<file path="config.mk">
export PLATFORM = sky130hd
export DESIGN_NAME = eeprom_i2c_target
export DESIGN_NICKNAME = d
export VERILOG_FILES = /design/src/rtl/eit_pkg.sv /design/src/rtl/eit_rx_shift.sv /design/src/rtl/eit_dev_match.sv /design/src/rtl/eit_word_ptr.sv /design/src/rtl/eeprom_i2c_target.sv
export SDC_FILE = /design/constraint.sdc
export NUM_CORES = 1
export LEC_CHECK = 0
export BUFFER_PORTS_ARGS = -buffer_cell sky130_fd_sc_hd__buf_2
export CORE_AREA = 2 2 95 97
export DETAILED_ROUTE_END_ITERATION = 7
export DIE_AREA = 0 0 97 99
export GPL_ROUTABILITY_DRIVEN = 0
export GPL_TIMING_DRIVEN = 0
export PLACE_DENSITY = 0.67
export SYNTH_ARGS = -nofsm -noshare
export SYNTH_HDL_FRONTEND = slang
export SYNTH_SLANG_ARGS = --single-unit
</file>
<file path="constraint.sdc">
create_clock -name clk -period 2.05 [get_ports clk]
set_input_delay 0.205 -clock clk [delete_from_list [all_inputs] [get_ports clk]]
set_output_delay 0.205 -clock clk [all_outputs]
set_load 0.005 [all_outputs]
</file>
<file path="src/rtl/eit_pkg.sv">
package eit_pkg;
  typedef enum logic [2:0] {
    ST_IDLE,
    ST_DEV,
    ST_AHI,
    ST_ALO,
    ST_WDAT,
    ST_RDAT,
    ST_SKIP
  } eit_state_t;
endpackage

</file>
<file path="src/rtl/eit_rx_shift.sv">
module eit_rx_shift #(
  parameter int W = 8
) (
  input  logic         clk,
  input  logic         rst,
  input  logic         en,
  input  logic         din,
  output logic [W-1:0] sh
);
  always_ff @(posedge clk) begin
    if (rst) sh <= '0;
    else if (en) sh <= {sh[W-2:0], din};
  end
endmodule

</file>
<file path="src/rtl/eit_dev_match.sv">
module eit_dev_match #(
  parameter logic [3:0] FAMILY = 4'b1010
) (
  input  logic [6:0] hdr,
  input  logic [2:0] strap,
  output logic       hit
);
  always_comb hit = (hdr == {FAMILY, strap});
endmodule

</file>
<file path="src/rtl/eit_word_ptr.sv">
module eit_word_ptr #(
  parameter int AW = 13,
  parameter int PW = 5
) (
  input  logic          clk,
  input  logic          rst,
  input  logic          load,
  input  logic [AW-1:0] load_val,
  input  logic          inc_page,
  input  logic          inc_seq,
  output logic [AW-1:0] ptr
);
  logic [PW-1:0] lo_nx;
  always_comb lo_nx = ptr[PW-1:0] + PW'(1);

  always_ff @(posedge clk) begin
    if (rst) ptr <= '0;
    else if (load) ptr <= load_val;
    else if (inc_page) ptr <= {ptr[AW-1:PW], lo_nx};
    else if (inc_seq) ptr <= ptr + AW'(1);
  end
endmodule

</file>
<file path="src/rtl/eeprom_i2c_target.sv">
module eeprom_i2c_target #(
  parameter int MEM_BYTES  = 8192,
  parameter int PAGE_BYTES = 32,
  localparam int AW = $clog2(MEM_BYTES),
  localparam int PW = $clog2(PAGE_BYTES)
) (
  input  logic          clk,
  input  logic          rst,
  input  logic [2:0]    strap_sel,
  input  logic          wr_protect,
  input  logic          wr_busy,
  input  logic          ev_start,
  input  logic          ev_stop,
  input  logic          ev_rise,
  input  logic          ev_fall,
  input  logic          sda_bit,
  output logic          sda_pull,
  output logic          mem_rd_en,
  output logic [AW-1:0] mem_rd_addr,
  input  logic [7:0]    mem_rd_data,
  output logic          pb_wr_en,
  output logic [AW-1:0] pb_wr_addr,
  output logic [7:0]    pb_wr_data,
  output logic          pb_commit
);
  import eit_pkg::*;

  eit_state_t    state;
  logic [3:0]    cnt;
  logic          ack_pend;
  logic          wr_any;
  logic          rd_q;
  logic [7:0]    tx;
  logic [AW-9:0] hi_q;
  logic [7:0]    sh;
  logic [7:0]    rx_byte;
  logic          hit;
  logic          rise_ok, active, byte_done, slot_end;
  logic          ptr_load, ptr_inc_page, ptr_inc_seq, rd_issue, wr_accept;
  logic [AW-1:0] ptr;
  logic [3:0]    tx_idx;

  always_comb begin
    rise_ok   = ev_rise && !ev_start && !ev_stop;
    active    = (state != ST_IDLE) && (state != ST_SKIP);
    byte_done = rise_ok && active && (cnt == 4'd7);
    slot_end  = rise_ok && active && (cnt == 4'd8);
    rx_byte   = {sh[6:0], sda_bit};
    tx_idx    = 4'd7 - cnt;
    wr_accept    = byte_done && (state == ST_WDAT) && !wr_protect;
    ptr_load     = byte_done && (state == ST_ALO);
    ptr_inc_page = wr_accept;
    rd_issue = (byte_done && (state == ST_DEV) && hit && !wr_busy && rx_byte[0]) ||
               (slot_end && (state == ST_RDAT) && !ack_pend && !sda_bit);
    ptr_inc_seq = rd_issue;
  end

  eit_rx_shift #(.W(8)) u_shift (
    .clk(clk), .rst(rst), .en(rise_ok && active && (cnt < 4'd8)),
    .din(sda_bit), .sh(sh)
  );

  eit_dev_match u_match (.hdr(rx_byte[7:1]), .strap(strap_sel), .hit(hit));

  eit_word_ptr #(.AW(AW), .PW(PW)) u_ptr (
    .clk(clk), .rst(rst), .load(ptr_load), .load_val({hi_q, rx_byte}),
    .inc_page(ptr_inc_page), .inc_seq(ptr_inc_seq), .ptr(ptr)
  );

  always_ff @(posedge clk) begin
    if (rst) begin
      state       <= ST_IDLE;
      cnt         <= '0;
      ack_pend    <= 1'b0;
      wr_any      <= 1'b0;
      rd_q        <= 1'b0;
      tx          <= '0;
      hi_q        <= '0;
      sda_pull    <= 1'b0;
      mem_rd_en   <= 1'b0;
      mem_rd_addr <= '0;
      pb_wr_en    <= 1'b0;
      pb_wr_addr  <= '0;
      pb_wr_data  <= '0;
      pb_commit   <= 1'b0;
    end else begin
      mem_rd_en <= 1'b0;
      pb_wr_en  <= 1'b0;
      pb_commit <= 1'b0;
      rd_q      <= mem_rd_en;
      if (rd_q) tx <= mem_rd_data;

      if (ev_stop) begin
        pb_commit <= wr_any;
        state     <= ST_IDLE;
        cnt       <= '0;
        ack_pend  <= 1'b0;
        wr_any    <= 1'b0;
        sda_pull  <= 1'b0;
      end else if (ev_start) begin
        state    <= ST_DEV;
        cnt      <= '0;
        ack_pend <= 1'b0;
        wr_any   <= 1'b0;
        sda_pull <= 1'b0;
      end else begin
        if (slot_end) begin
          cnt      <= '0;
          ack_pend <= 1'b0;
          if ((state == ST_RDAT) && !ack_pend && sda_bit) state <= ST_SKIP;
        end else if (rise_ok && active) begin
          cnt <= cnt + 4'd1;
          if (byte_done) begin
            case (state)
              ST_DEV: begin
                if (hit && !wr_busy) begin
                  ack_pend <= 1'b1;
                  state    <= rx_byte[0] ? ST_RDAT : ST_AHI;
                end else begin
                  state <= ST_SKIP;
                end
              end
              ST_AHI: begin
                hi_q     <= rx_byte[AW-9:0];
                ack_pend <= 1'b1;
                state    <= ST_ALO;
              end
              ST_ALO: begin
                ack_pend <= 1'b1;
                state    <= ST_WDAT;
              end
              ST_WDAT: begin
                if (wr_accept) begin
                  pb_wr_en   <= 1'b1;
                  pb_wr_addr <= ptr;
                  pb_wr_data <= rx_byte;
                  wr_any     <= 1'b1;
                  ack_pend   <= 1'b1;
                end else begin
                  state <= ST_SKIP;
                end
              end
              default: ;
            endcase
          end
        end

        if (rd_issue) begin
          mem_rd_en   <= 1'b1;
          mem_rd_addr <= ptr;
        end

        if (ev_fall) begin
          if (!active) sda_pull <= 1'b0;
          else if (cnt == 4'd8) sda_pull <= ack_pend;
          else if (state == ST_RDAT) sda_pull <= ~tx[tx_idx[2:0]];
          else sda_pull <= 1'b0;
        end
      end
    end
  end
endmodule

</file>
### Yosys cells after proc, flatten, opt, wreduce, memory -nomap -nowiden

Cells that the tools add are included.

* eq/ne operators: 16
* add/subtract/negate cells: 4
* muxes and demuxes: 22
* reductions and logical operators: 51
* bitwise operators: 7
* magnitude comparators: 2

Operators with widths (number)
* $mux 13: 3
* $mux 3: 7
* $logic_and 1x1->1: 20
* $reduce_and 5->1: 4
* $reduce_bool 3->1: 5
* $add 13x1->13 const B: 1
* $pmux 3 s4: 1
* $mux 1: 9
* $eq 7x7->1: 1
* $not 1->1: 7
* $reduce_and 7->1: 1
* $reduce_or 7->1: 1
* $eq 3x2->1 const B: 2
* $eq 3x3->1 const B: 2
* $logic_not 1->1: 6
* $ne 3x3->1 const B: 2
* $reduce_and 6->1: 1
* $reduce_bool 2->1: 3
* $reduce_bool 6->1: 1
* $reduce_or 2->1: 3
* $add 5x1->5 const B: 1
* $reduce_bool 5->1: 1
* $add 4x1->4 const B: 1
* $eq 4x3->1 const B: 1
* other kinds (16): 18

* output and inout bits: 38
* word-level logic and storage cells: 120
* flip-flop bits (word level): 81

### Logic depth before layout (Yosys ltp)

* depth after elaboration: 13
* mapped depth: 8
* gate-level depth less buffers: 6

### Modules after synthesis

From an unflattened synthesis, not the netlist that was laid out.

* cells, all modules: 404
* area total of the unflattened synthesis: 3604.7 um2

By module, submodules not included
* eeprom_i2c_target: sequential area each 1221.2 um2, times used 1, cells each 287, area an instance 2547.4 um2
* eit_word_ptr: sequential area each 260.2 um2, times used 1, cells each 86, area an instance 728.2 um2
* eit_rx_shift: sequential area each 160.2 um2, times used 1, cells each 26, area an instance 285.3 um2
* eit_dev_match: sequential area each 0.0 um2, times used 1, cells each 5, area an instance 43.8 um2

### Worst setup path after synthesis

No wires, ideal clock.

* kind: register -> register
* from: reg cnt[1]
* to: reg u_ptr.ptr[3]
* cell stages (with the launch flop): 8
* arrival time: 1.841 ns
* path slack: 0.076 ns
* required time: 1.916 ns
* cell sequence: dfxtp_1 > ha_1 > nand3b_1 > or3_1 > buf_2 > mux2_4 > a21oi_1 > a211oi_1

* cells in the longest elaborated chain, start to end: 8
* elaborated cells on any way between the ends: 18
* classes of those cells: 2 x eq/ne; 2 x mux; 14 x reduce/logical

RTL lines
* start: declaration: RTL line eeprom_i2c_target.sv:29 `logic [3:0] cnt;`
* start signal: assignment: RTL line eeprom_i2c_target.sv:112 `cnt <= cnt + 4'd1;`
* $eq 4x3->1: RTL line eeprom_i2c_target.sv:46 `byte_done = rise_ok && active && (cnt == 4'd7);`
* $logic_and 1x1->1: RTL line eeprom_i2c_target.sv:46
* $logic_and 1x1->1 (4 in a row): RTL line eeprom_i2c_target.sv:53 `rd_issue = (byte_done && (state == ST_DEV) && hit && !wr_busy && rx_byte[0]) ||`
* $logic_or 1x1->1: RTL line eeprom_i2c_target.sv:53
* $reduce_bool 3->1 (no line)
* end signal: assignment: RTL line eit_word_ptr.sv:18 `else if (load) ptr <= load_val;`
* end signal: assignment: RTL line eit_word_ptr.sv:19 `else if (inc_page) ptr <= {ptr[AW-1:PW], lo_nx};`
* end signal: assignment: RTL line eit_word_ptr.sv:20 `else if (inc_seq) ptr <= ptr + AW'(1);`
* end: declaration: RTL line eit_word_ptr.sv:11 `output logic [AW-1:0] ptr`

Several ways; a longest one is shown, not always the timed one. The select of a mux whose other input is x is not followed.
A chain may end at the register's enable or synchronous reset.

### Final worst setup path

* from: reg cnt[2]
* to: reg u_ptr.ptr[5]

* cells in the longest elaborated chain, start to end: 9
* elaborated cells on any way between the ends: 19
* classes of those cells: 3 x eq/ne; 1 x mux; 15 x reduce/logical

RTL lines (RTL line)
* $eq 4x3->1: eeprom_i2c_target.sv:46
* $logic_and 1x1->1: eeprom_i2c_target.sv:46
* $logic_and 1x1->1 (4 in a row): eeprom_i2c_target.sv:53
* $logic_or 1x1->1: eeprom_i2c_target.sv:53
* $reduce_bool 2->1 (no line)
* $reduce_and 2->1 (no line)

Several ways; a longest one is shown, not always the timed one.

==> summary.txt <==
status = finished, final reports clean
CP delay by family, top = compound AO/OA/AOI/OAI gates
number of global-route vias before repair = 3218
drt first pass iters = 5
CP Capture Type = flop
most common cell after layout, fill and taps aside = nand2_1
fill cell count = 847
Worst Slack Setup Final = 55.33 ps
final core occ = 52.39%
Worst Setup SP = cnt[2]$_SDFFE_PP0N_
Mean Syn Cell Area = 8.550 sq um
gr ovfl total = 0
Core Area = 8551 sq um
Root Driver = clkbuf_8
Final min period = 1995 ps
Die Y = 99 microns
# clock sinks = 81
Pint = 2.084 mW
initial core utilization = 43.80%
Ports = 58
Gate power share = 3.2%
pwr/cell area = 618.0 nW/um^2
Tcrit/Tclk final = 97.30%
Synth async-reset ratio = 0%
fraction of layout instances using a drive strength above 1 = 23.64%
#FFs+latches synth = 81
Worst Path Max Fanout = 9
fraction of the mapped netlist area in adder cells = 0.6682%
DRC Markers = 0
CTS tree = built
area of the mapped netlist = 3745 sq um
largest net degree at the start of global routing = 16
Worst Hold Class = primary input to flop
Synth top area share = 43.30%
routed vias = 3396
ys flop type = dfxtp_1
Setup TNS Final = 0 ps
crit path launch type = flop
XOR/XNOR Fraction of Synth Area = 3.976%
Antenna diodes = 0
first-pass GRT wire length = 15790 microns
Yosys cell types = 57
Final Hold Fails = 0
Layout Skew = 10.72 ps
H-tree levels = 3
post-route cell area = 4479 sq um
mux cell area share after synthesis = 7.217%
number of flops mapped to enable cells by yosys = 0
total of max-cap violations = 0
FP Rows = 34
Max Slew Vio Count = 0
CP max-delay cell = nor4b_4
crit-path cells = clkbuf_4 > nor4b_4 > o211ai_2 > o32ai_4 > buf_6 > nand3_2 > a311oi_1
dpl cell area = 4160 sq um
Post-Route WL = 9658 microns
Max stage delay on crit path = 400 ps
Synth Warn # = 0
Critical Path RT = 2320 ps
DR WL/cell = 15.48 microns
GRT Util Overall = 20.34%
sequential area share after synthesis = 43.30%
Vias per Instance = 5.442
Die Wd = 97 microns
Layout Nets = 533
clock share of power = 40.0%
Routed Antenna Nets = 0
setup violators final = 0
leakage power = 1.729 nW
switching power = 684.5 uW
die area = 9603 sq um
Cells after Synth = 438
worst path bufs/invs = 2
largest family of logic cells by synthesized area = simple AND/OR/NAND/NOR gates
maximum VDD drop = 381.6 uV
Worst-Skew Late Latency = 360 ps
CTS Buffer Depth = 2
HPWL after DPL = 6821 microns
total power = 2.768 mW
Max Clk Rate = 0.5013 GHz
Syn-to-layout area delta = 19.61%
I/O Buffers = 56
Worst-Margin Slew = 588.9 ps
Crit path arrival time = 2260 ps
most frequent cells in the layout = 86 x nand2_1, 78 x dfxtp_1, 66 x buf_2
simple-gate area share of the yosys netlist = 24.79%
compound-cell area share of the yosys netlist = 15.14%
Synth area leaders = dfxtp_1 43%, nand2_1 8.6%, a21oi_1 6.0%, mux2i_1 5.6%, nor2_1 4.1%
Flop pwr share = 56.8%
initial antenna violation count = 0
1st-iter DRT viols = 181
max_slew headroom = 60.74%
switching fraction of total power = 24.72%
pre-CTS setup slack = -304.0 ps
CP Class = flop to flop
Worst Min Path Start = mem_rd_data[4]
reg-to-reg startpoint = cnt[2]$_SDFFE_PP0N_
cell taking the most area after synthesis = dfxtp_1
Clock transition at path regs = 90 ps
syn nets = 460
total CTS buffers = 9
cell usage after synthesis, drive strengths merged (3+ instances only):
library cell,count
or3,5
nand2,86
a311oi,4
a21oi,45
clkbuf,14
xor2,9
nand2b,6
nand3b,4
nand3,9
xnor2,8
nor3,15
nor4b,4
nor2,41
buf,18
and3,3
nor3b,3
a211oi,5
dfxtp,81
a2bb2oi,4
mux2i,21
nand4,3
inv,6
o21ai,10
flip-flops by register name, indices dropped and copies added, names as in the netlist:
name	flops
pb_commit	1
pb_wr_en	1
wr_any	1
mem_rd_addr	13
mem_rd_en	1
cnt	4
pb_wr_addr	13
tx	8
ack_pend	1
u_ptr.ptr	13
sda_pull	1
hi_q	5
u_shift.sh	7
rd_q	1
pb_wr_data	8
state	3
tightest hold or removal path, cell delays in order:
cell and delay (ps):
buf_2 80, mux2i_1 60, nor2_1 70
cell families (layout without fill, tap and decap cells):
family,after synthesis,count (layout)
compound gates,87,87
xor+xnor,17,17
fa+ha+maj,2,2
buf+inv,38,116
flops,81,81
mux,24,24
simple gates,189,189
per-layer routing:
| layer | GRT usage [%] | routed length (microns) | vias to the layer above |
|---|---|---|---|
| li1 | - | - | 1674 |
| met1 | 26.46 | 4427 | 1611 |
| met2 | 33.71 | 4563 | 98 |
| met3 | 3.688 | 494 | 13 |
| met4 | 7.909 | 172 | 0 |
| met5 | 0 | 0 | - |
worst paths after layout:
path / endpoint / slack [ps] / cells past startpoint
setup / recovery: u_ptr.ptr[5]$_SDFFE_PP0P_ / 60 / 7
hold / removal: tx[4]$_SDFFE_PP0P_ / 80 / 3
setup reg to reg: u_ptr.ptr[5]$_SDFFE_PP0P_ / 60 / 7
hold reg to reg: pb_commit$_SDFF_PP0_ / 440 / 2
cell type report:
type	count	area (sq um)	share of cell area [%]
timing repair buffer	64	352.8	7.877
multi-input combinational	319	1984	44.30
clock buffer	10	137.6	3.073
tap	108	135.1	3.017
clock inverter	6	48.80	1.089
inverter	6	22.52	0.5028
buffer	30	167.7	3.743
sequential	81	1630	36.40
power groups by stage:
stage	Sequential [mW]	Combinational, mW	Clock [mW]
after floorplan	1.61	0.0466	0
after global placement	1.61	0.0852	0
after detailed placement	1.61	0.0869	0
after CTS	1.57	0.0869	1.12
after global routing	1.57	0.0979	1.19
final	1.57	0.0890	1.11
metrics by stage:
stage / hold slack (ps) / std cells
after floorplan: 283.5 / 438
after global placement: 428.9 / 602
after detailed placement: 424.8 / 602
after CTS: 76.56 / 619
after global routing: 111.2 / 624
final: 83.39 / 624
what timing repair did:
action                                  in CTS  in global routing
pin swaps                                    1                  5
hold buffers                                 0                  0
endpoints found under the setup margin      51                 47
setup buffers                                2                  6
gates resized for setup                      6                 16
Power figures use the tool's default switching activity.
